--- src/rtl/rcg_pkg.sv ---
package rcg_pkg;
  localparam int unsigned BUS_W   = 32;
  localparam int unsigned ADDR_W  = 3;
  localparam int unsigned CFG_W   = 14;
  localparam int unsigned DIV_W   = 5;
  localparam int unsigned SEL_LSB = 8;
  localparam int unsigned SEL_W   = 3;
  localparam int unsigned MODE_LSB = 12;
  localparam int unsigned MODE_W  = 2;
  localparam logic [MODE_W-1:0] MODE_DUAL = 2'd2;

  localparam logic [ADDR_W-1:0] ADDR_CFG = 3'd0;
  localparam logic [ADDR_W-1:0] ADDR_M   = 3'd1;
  localparam logic [ADDR_W-1:0] ADDR_N   = 3'd2;
  localparam logic [ADDR_W-1:0] ADDR_D   = 3'd3;
  localparam logic [ADDR_W-1:0] ADDR_CMD = 3'd4;

  localparam logic [BUS_W-1:0] CFG_MASK = BUS_W'((1 << CFG_W) - 1);
endpackage

--- src/rtl/rcg_regs.sv ---
module rcg_regs
  import rcg_pkg::*;
#(
  parameter int unsigned MW = 8
) (
  input  logic              clk_i,
  input  logic              rst_ni,
  input  logic              we_i,
  input  logic [ADDR_W-1:0] addr_i,
  input  logic [BUS_W-1:0]  wdata_i,
  output logic [BUS_W-1:0]  rdata_o,
  input  logic              out_i,
  output logic              pend_o,
  output logic              commit_o,
  output logic [DIV_W-1:0]  div_o,
  output logic [SEL_W-1:0]  sel_o,
  output logic [MODE_W-1:0] mode_o,
  output logic [MW-1:0]     m_o,
  output logic [MW-1:0]     n_o,
  output logic [MW-1:0]     d_o
);
  logic [CFG_W-1:0] sh_cfg;
  logic [MW-1:0]    sh_m, sh_n, sh_d;
  logic             pend_q;
  logic             set_req;

  assign set_req  = we_i && (addr_i == ADDR_CMD) && wdata_i[0];
  assign commit_o = pend_q && !out_i;
  assign pend_o   = pend_q;

  always_ff @(posedge clk_i or negedge rst_ni) begin
    if (!rst_ni) begin
      sh_cfg <= '0;
      sh_m   <= '0;
      sh_n   <= '0;
      sh_d   <= '0;
    end else if (we_i) begin
      case (addr_i)
        ADDR_CFG: sh_cfg <= CFG_W'(wdata_i & CFG_MASK);
        ADDR_M:   sh_m   <= MW'(wdata_i);
        ADDR_N:   sh_n   <= MW'(wdata_i);
        ADDR_D:   sh_d   <= MW'(wdata_i);
        default: ;
      endcase
    end
  end

  always_ff @(posedge clk_i or negedge rst_ni) begin
    if (!rst_ni) begin
      pend_q <= 1'b0;
    end else begin
      if (commit_o) pend_q <= 1'b0;
      if (set_req)  pend_q <= 1'b1;
    end
  end

  // active set: one-cycle transfer, only while output is low
  always_ff @(posedge clk_i or negedge rst_ni) begin
    if (!rst_ni) begin
      div_o  <= '0;
      sel_o  <= '0;
      mode_o <= '0;
      m_o    <= '0;
      n_o    <= '0;
      d_o    <= '0;
    end else if (commit_o) begin
      div_o  <= sh_cfg[DIV_W-1:0];
      sel_o  <= sh_cfg[SEL_LSB +: SEL_W];
      mode_o <= sh_cfg[MODE_LSB +: MODE_W];
      m_o    <= sh_m;
      n_o    <= sh_n;
      d_o    <= sh_d;
    end
  end

  always_comb begin
    rdata_o = '0;
    case (addr_i)
      ADDR_CFG: rdata_o = BUS_W'(sh_cfg);
      ADDR_M:   rdata_o = BUS_W'(sh_m);
      ADDR_N:   rdata_o = BUS_W'(sh_n);
      ADDR_D:   rdata_o = BUS_W'(sh_d);
      ADDR_CMD: rdata_o = BUS_W'(pend_q);
      default:  rdata_o = '0;
    endcase
  end
endmodule

--- src/rtl/rcg_prediv.sv ---
module rcg_prediv #(
  parameter int unsigned DW = 5
) (
  input  logic          clk_i,
  input  logic          rst_ni,
  input  logic          clr_i,
  input  logic          tick_i,
  input  logic [DW-1:0] code_i,
  output logic          tick_o
);
  localparam int unsigned ACC_W = DW + 2;

  logic [ACC_W-1:0] acc_q, sum, thr;

  // counts in half steps: +2 per source pulse, threshold code+1
  assign thr    = (code_i < DW'(2)) ? ACC_W'(2) : ACC_W'(code_i) + ACC_W'(1);
  assign sum    = acc_q + ACC_W'(2);
  assign tick_o = tick_i && (sum >= thr);

  always_ff @(posedge clk_i or negedge rst_ni) begin
    if (!rst_ni)     acc_q <= '0;
    else if (clr_i)  acc_q <= '0;
    else if (tick_i) acc_q <= tick_o ? (sum - thr) : sum;
  end
endmodule

--- src/rtl/rcg_mnd.sv ---
module rcg_mnd
  import rcg_pkg::*;
#(
  parameter int unsigned MW = 8
) (
  input  logic              clk_i,
  input  logic              rst_ni,
  input  logic              clr_i,
  input  logic              tick_i,
  input  logic [MODE_W-1:0] mode_i,
  input  logic [MW-1:0]     m_i,
  input  logic [MW-1:0]     n_i,
  input  logic [MW-1:0]     d_i,
  output logic              level_o
);
  logic [MW-1:0] n_eff, d2, d_eff, phase_q;
  logic [MW:0]   sum;
  logic          bypass;

  assign n_eff  = ~n_i + m_i;
  assign d2     = ~d_i;
  assign d_eff  = d2 >> 1;
  assign bypass = (mode_i != MODE_DUAL) || (n_i == '0) || (m_i == n_eff);
  assign sum    = {1'b0, phase_q} + {1'b0, m_i};

  always_ff @(posedge clk_i or negedge rst_ni) begin
    if (!rst_ni)               phase_q <= '0;
    else if (clr_i)            phase_q <= '0;
    else if (tick_i && !bypass)
      phase_q <= (sum >= {1'b0, n_eff}) ? MW'(sum - {1'b0, n_eff}) : MW'(sum);
  end

  assign level_o = bypass ? tick_i : (phase_q < d_eff);
endmodule

--- src/rtl/rcg_mnd_root.sv ---
module rcg_mnd_root
  import rcg_pkg::*;
#(
  parameter int unsigned NUM_SRC = 8,
  parameter int unsigned MW      = 8
) (
  input  logic               clk_i,
  input  logic               rst_ni,
  input  logic [NUM_SRC-1:0] src_en_i,
  input  logic               reg_we_i,
  input  logic [ADDR_W-1:0]  reg_addr_i,
  input  logic [BUS_W-1:0]   reg_wdata_i,
  output logic [BUS_W-1:0]   reg_rdata_o,
  output logic               root_en_o
);
  localparam int unsigned SEL_N = 1 << SEL_W;

  logic [DIV_W-1:0]  act_div;
  logic [SEL_W-1:0]  act_sel;
  logic [MODE_W-1:0] act_mode;
  logic [MW-1:0]     act_m, act_n, act_d;
  logic              upd_pend, commit;
  logic [SEL_N-1:0]  src_pad;
  logic              src_tick, pre_tick, level, out_q;

  generate
    if (NUM_SRC < SEL_N) begin : g_pad
      assign src_pad = {{(SEL_N - NUM_SRC){1'b0}}, src_en_i};
    end else begin : g_full
      assign src_pad = src_en_i[SEL_N-1:0];
    end
  endgenerate

  assign src_tick = src_pad[act_sel];

  rcg_regs #(.MW(MW)) u_regs (
    .clk_i    (clk_i),
    .rst_ni   (rst_ni),
    .we_i     (reg_we_i),
    .addr_i   (reg_addr_i),
    .wdata_i  (reg_wdata_i),
    .rdata_o  (reg_rdata_o),
    .out_i    (out_q),
    .pend_o   (upd_pend),
    .commit_o (commit),
    .div_o    (act_div),
    .sel_o    (act_sel),
    .mode_o   (act_mode),
    .m_o      (act_m),
    .n_o      (act_n),
    .d_o      (act_d)
  );

  rcg_prediv #(.DW(DIV_W)) u_pre (
    .clk_i  (clk_i),
    .rst_ni (rst_ni),
    .clr_i  (commit),
    .tick_i (src_tick),
    .code_i (act_div),
    .tick_o (pre_tick)
  );

  rcg_mnd #(.MW(MW)) u_mnd (
    .clk_i   (clk_i),
    .rst_ni  (rst_ni),
    .clr_i   (commit),
    .tick_i  (pre_tick),
    .mode_i  (act_mode),
    .m_i     (act_m),
    .n_i     (act_n),
    .d_i     (act_d),
    .level_o (level)
  );

  // park low while a switch is pending
  always_ff @(posedge clk_i or negedge rst_ni) begin
    if (!rst_ni) out_q <= 1'b0;
    else         out_q <= upd_pend ? 1'b0 : level;
  end

  assign root_en_o = out_q;
endmodule

--- config.mk ---
export PLATFORM = sky130hd
export DESIGN_NAME = rcg_mnd_root
export DESIGN_NICKNAME = d
export VERILOG_FILES = /design/src/rtl/rcg_pkg.sv /design/src/rtl/rcg_regs.sv /design/src/rtl/rcg_prediv.sv /design/src/rtl/rcg_mnd.sv /design/src/rtl/rcg_mnd_root.sv
export SDC_FILE = /design/constraint.sdc
export NUM_CORES = 1
export LEC_CHECK = 0
export CAP_MARGIN = 5
export CORE_ASPECT_RATIO = 0.7
export CORE_UTILIZATION = 45
export CTS_CLUSTER_DIAMETER = 120
export DETAILED_ROUTE_END_ITERATION = 16
export PLACE_DENSITY = 0.69
export SYNTH_ARGS = -nofsm -noshare
export SYNTH_HDL_FRONTEND = slang
export SYNTH_SLANG_ARGS = --single-unit
--- constraint.sdc ---
create_clock -name clk_i -period 8.7 [get_ports clk_i]
set_input_delay 1.74 -clock clk_i [delete_from_list [all_inputs] [get_ports clk_i]]
set_output_delay 1.74 -clock clk_i [all_outputs]
set_load 0.005 [all_outputs]
Yosys cells after proc, flatten, opt, wreduce, memory -nomap -nowiden
Cells that the tools add are included.

Input bits: 46. Bits in registers: 89. Output and inout port bits: 33. Word-level logic and storage cells: 65.

Equality and inequality tests: 6. Reduce and logical (&&, ||, !) cells: 18. Muxes and demuxes: 14. Magnitude comparators: 5. Bitwise operators: 2. Add/sub/neg operators: 6.

Operators with widths (number): one-hot mux 14 bit (5 select lines) (1); two-way mux 7 bit (4); two-way mux 8 bit (3); NOT 8 bit (2); adder 8 x 8 -> 9 bit (1); greater-or-equal comparator 9 x 8 -> 1 bit (1); adder 8 bit (1); equality test 8 bit (1); zero test 8 bit (1); less-than comparator 8 x 7 -> 1 bit (1); AND reduction 2 bit (4); subtractor 8 bit (1); adder 7 x 2 -> 7 bit (second input constant) (1); greater-or-equal comparator 7 bit (1); subtractor 7 bit (1); adder 5 x 1 -> 6 bit (second input constant) (1); equality test 3 x 2 -> 1 bit (second input constant) (2); nonzero test 2 bit (3); logical AND 1 bit (5); less-than comparator 5 x 2 -> 1 bit (second input constant) (1); two-way mux 1 bit (5); less-than comparator 3 x 4 -> 1 bit (second input constant) (1); binary-select mux 1 bit (select 3 bit) (1); equality test 3 x 1 -> 1 bit (second input constant) (1); 5 further kinds (7).

Depth between registers and ports, before layout
Depth in word-level cells: 8. Mapped depth: 16. Gate-level depth less buffers: 16.

Modules after synthesis
Synthesis repeated with hierarchy kept, for this count alone.

Cell total of the unflattened synthesis: 525. Area, all modules: 5909.4 sq um.

By module, submodules not included: rcg_regs (area an instance 3240.6 sq um, cells an instance 214, seq. area each 1826.8 sq um, instances 1); rcg_mnd (area an instance 1767.9 sq um, cells an instance 209, seq. area each 200.2 sq um, instances 1); rcg_prediv (area an instance 805.8 sq um, cells an instance 97, seq. area each 175.2 sq um, instances 1); rcg_mnd_root (area an instance 95.1 sq um, cells an instance 5, seq. area each 25.0 sq um, instances 1).

Worst setup path before layout
No wires, ideal clock.

Path type: in2out. From: in reg_addr_i[0]. To: out reg_rdata_o[2]. Slack: 4.081 ns. Cell stages on the path: 4. Arrival: 2.879 ns. Required time: 6.960 ns. Buffers on the path: 2. Cell sequence: clkbuf_1 buf_2 mux4_2 nor2b_1.

Cells in the longest elaborated chain, start to end: 2. Elaborated cells on any way between the ends: 6. Classes of those cells: 4 x eq/ne; 1 x mux; 1 x reduce/logical.

Ends and longest elaborated chain: from (decl) (RTL line rcg_mnd_root.sv:11) `input logic [ADDR_W-1:0] reg_addr_i,`; equality test 3 bit (tied with other cells) (RTL line rcg_regs.sv:78) `case (addr_i)`; one-hot mux 14 bit (5 select lines) * (RTL line rcg_regs.sv:78); to (decl) (RTL line rcg_mnd_root.sv:13) `output logic [BUS_W-1:0] reg_rdata_o,`.

Every way passes the cells marked *; elsewhere a longest branch is shown, timed or not.

Final worst setup path
From: in reg_addr_i[0]. To: out reg_rdata_o[1].

The elaborated chain is that of the path after synthesis.

==> results.sh <==
export IMPL_setup_viol=0
export IMPL_synth_top_family_by_area="simple AND/OR/NAND/NOR gates"
export IMPL_grt_pass1_vias=4427
export IMPL_wire_per_inst_microns=17.33
export IMPL_grt_antenna_before_repair=0
export IMPL_hold_violations=0
export IMPL_synth_simple_gate_area_share_pct=16.95
export IMPL_drc=2
export IMPL_worstPathCellList="clkdlybuf4s50_1, mux4_2, nor2b_1, clkdlybuf4s50_1"
export IMPL_htree_levels=3
export IMPL_insertion_delay_ns=0.34
export IMPL_cts_setup_buffers=0
export IMPL_die_h_microns=97.49
export IMPL_syn_avg_cell_area_sq_um=9.754
export IMPL_status="complete, but fails checks"
export IMPL_synth_fa_ha_area_share_pct=9.264
export IMPL_endpoint_kind="output port"
export IMPL_cp_startpoint="reg_addr_i[0]"
export IMPL_dp_hpwl_microns=10420
export IMPL_dieArea_sq_mm=0.01349
export IMPL_synth_seq_area_share_pct=37.57
export IMPL_first_pass_iters=10
export IMPL_synthFlopType="dfrtp_1"
export IMPL_fmax_ghz=0.1753
export IMPL_max_slew_margin_rel_pct=22.74
export IMPL_cts_root_buf="clkbuf_16"
export IMPL_io_pins=79
export IMPL_muxShareOfSynthArea_pct=12.66
export IMPL_cap_violations=0
export IMPL_skew_ns=0.01369
export IMPL_syn_area_sq_mm=0.005862
export IMPL_multi_input_area_sq_mm=0.003418
export IMPL_rows=34
export IMPL_fin_ws_ns=2.996
export IMPL_ys_warnings_count=0
export IMPL_final_util_pct=52.65
export IMPL_synth_compound_area_share_pct=13.70
export IMPL_num_vias=4547
export IMPL_clk_pin_slew_ns=0.06
export IMPL_grt_max_degree=62
export IMPL_start_util_pct=46.71
export IMPL_synth_seq_cells=88
export IMPL_drt_iter0_drc=262
export IMPL_gp_congestion=0.8469
export IMPL_rsz0062_at_grt="no"
export IMPL_cp_required_ns=6.96
export IMPL_synth_cells=601
export IMPL_worst_path_max_delay_cell="clkdlybuf4s50_1"
export IMPL_cpMostUsedCell="clkdlybuf4s50_1"
export IMPL_drv_slew=0
export IMPL_fillers=1108
export IMPL_cts_tree="built"
export IMPL_async_flop_share_pct=100.0
export IMPL_grt_pass1_wl_microns=22990
export IMPL_register_area_sq_mm=0.002202
export IMPL_viasPerCell=5.691
export IMPL_die_width_microns=138.4
export IMPL_synth_edf_count=0
export IMPL_nNetsFinal=719
export IMPL_coreArea_sq_mm=0.01255
export IMPL_cts_hold_buffers=0
export IMPL_start_kind="primary input"
export IMPL_cts_max_path_buffers=2
export IMPL_hold_class="register to register"
export IMPL_ant_nets=0
export IMPL_wirelength_microns=13850
export IMPL_grt_ovfl_total=0
export IMPL_track_usage_pct=21.79
export IMPL_fin_tns_setup_ns=0
export IMPL_area_growth_pct=12.72
export IMPL_drive_above_1_share_pct=11.62
export IMPL_r2r_start="u_regs.m_o[4]"
export IMPL_hold_slack_ns=0.4782
export IMPL_cp_arrival_ns=3.96
export IMPL_critPathMaxStageDelay_ns=0.94
export IMPL_path_max_fanout=14
export IMPL_ys_types=67
export IMPL_port_buffers=42
export IMPL_violations="design-rule violations"
export IMPL_diodes=0
export IMPL_fin_crit_sh_pct=65.56
export IMPL_synth_xor_xnor_area_share_pct=4.461
export IMPL_place_worst_setup_slack_ns=2.963
export IMPL_finalCriticalPeriod_ns=5.704
export IMPL_min_from="u_regs.mode_o[1]"
export IMPL_cts_resized=0
export IMPL_cts_sinks=88
export IMPL_criticalPathCategory="primary input to output port"
export IMPL_tightestPinTransition_ns=1.156
export IMPL_cts_made_buffers=9
-- sequential cells by signal (all words and copies together) (netlist names) --
signal         count
u_pre.acc_q        7
u_regs.sh_d        8
u_regs.sh_cfg     14
u_regs.n_o         8
root_en_o          1
u_regs.pend_o      1
u_regs.div_o       5
u_regs.m_o         8
u_regs.sh_m        8
u_regs.sh_n        8
u_regs.mode_o      2
u_regs.sel_o       3
u_mnd.phase_q      8
u_regs.d_o         7
-- worst paths after layout --
check                                    end  slack, ns  cells past startpoint
max                           reg_rdata_o[1]       3.00                      4
min                         u_regs.mode_o[1]       0.48                      2
max reg2reg                 u_mnd.phase_q[0]       4.61                     13
min reg2reg                 u_regs.mode_o[1]       0.48                      2
max in group asynchronous      u_regs.m_o[3]       6.31                      2
min in group asynchronous  u_regs.sh_cfg[11]       1.30                      1
-- Yosys cell counts, types with 2 or more instances --
library cell,count,area share [%]
a211oi_1,5,0.64
a211oi_2,2,0.43
a21o_1,6,0.77
a21oi_1,28,2.4
a31o_1,5,0.75
a31oi_1,2,0.21
and2_1,11,1.2
and3_1,2,0.21
buf_1,3,0.19
buf_2,4,0.34
buf_4,18,2.3
buf_6,2,0.38
clkbuf_1,14,0.90
dfrtp_1,88,38
fa_1,4,1.4
ha_1,37,7.9
inv_1,18,1.2
mux2_1,10,1.9
mux2_2,29,5.6
mux2i_1,10,1.7
mux4_2,9,3.5
nand2_1,103,6.6
nand2b_1,8,0.85
nand3_1,12,1.0
nand3b_1,2,0.26
nand4_1,4,0.43
nor2_1,27,1.7
nor2b_1,14,1.5
nor3_1,10,0.85
nor4_1,8,0.85
o2111a_1,2,0.38
o211ai_1,4,0.51
o21a_1,5,0.64
o21ai_0,23,2.0
o21ai_1,8,0.68
o21ai_2,3,0.45
o21bai_1,2,0.26
o31a_1,2,0.30
or3_1,2,0.21
or4_1,2,0.26
xnor2_1,19,2.8
xor2_1,9,1.3
-- cells by family after synthesis --
kind of cell | after synthesis
simple gates | 211
compound gates | 113
flops | 88
buf+inv | 60
mux | 58
fa+ha+maj | 41
xor+xnor | 29
other cells | 1
-- layer usage --
metal  track usage, %  wire [microns]  vias up
met3            3.696             705       11
met4            5.445             122        0
li1                 -               -     2161
met5                0               0        -
met2            33.46            6178      140
met1            31.86            6840     2235
-- worst max-delay path: cells and delay by family --
| kind | cells | cell delay, ns |
|---|---|---|
| simple gates | 1 | 0.18 |
| buf+inv | 2 | 1.43 |
| mux | 1 | 0.61 |
-- cells in the final DEF, fill, tap and decap left out, types with 6 or more instances in the layout --
cell	n
nor4_1	8
o21ai_0	23
mux2_2	29
nand2_1	103
clkdlybuf4s50_1	41
conb_1	18
nand3_1	12
inv_1	18
xor2_1	9
nor3_1	10
mux2i_1	10
ha_1	37
dfrtp_1	88
clkbuf_16	9
nand2b_1	8
nor2_1	27
mux2_1	10
mux4_2	9
a21o_1	6
and2_1	11
a21oi_1	28
nor2b_1	13
xnor2_1	19
o21ai_1	8
-- through the flow --
step	cells	instance area (sq um)
finish	799	6608
detailed placement	783	6327
floorplan	618	5926
global placement	783	6327
global route	799	6608
CTS	799	6608
-- area by class of cell --
class	instances	area share [%]
Clock buffer	9	3.408
Clock inverter	7	0.8332
Inverter	19	1.079
Multi-Input combinational cell	470	51.73
Sequential cell	88	33.33
Tap cell	162	3.068
Timing Repair Buffer	44	6.552
Power is left out: the tool's default activity adds up to more than one toggle a clock period on the data nets, which glitch-free logic cannot reach.
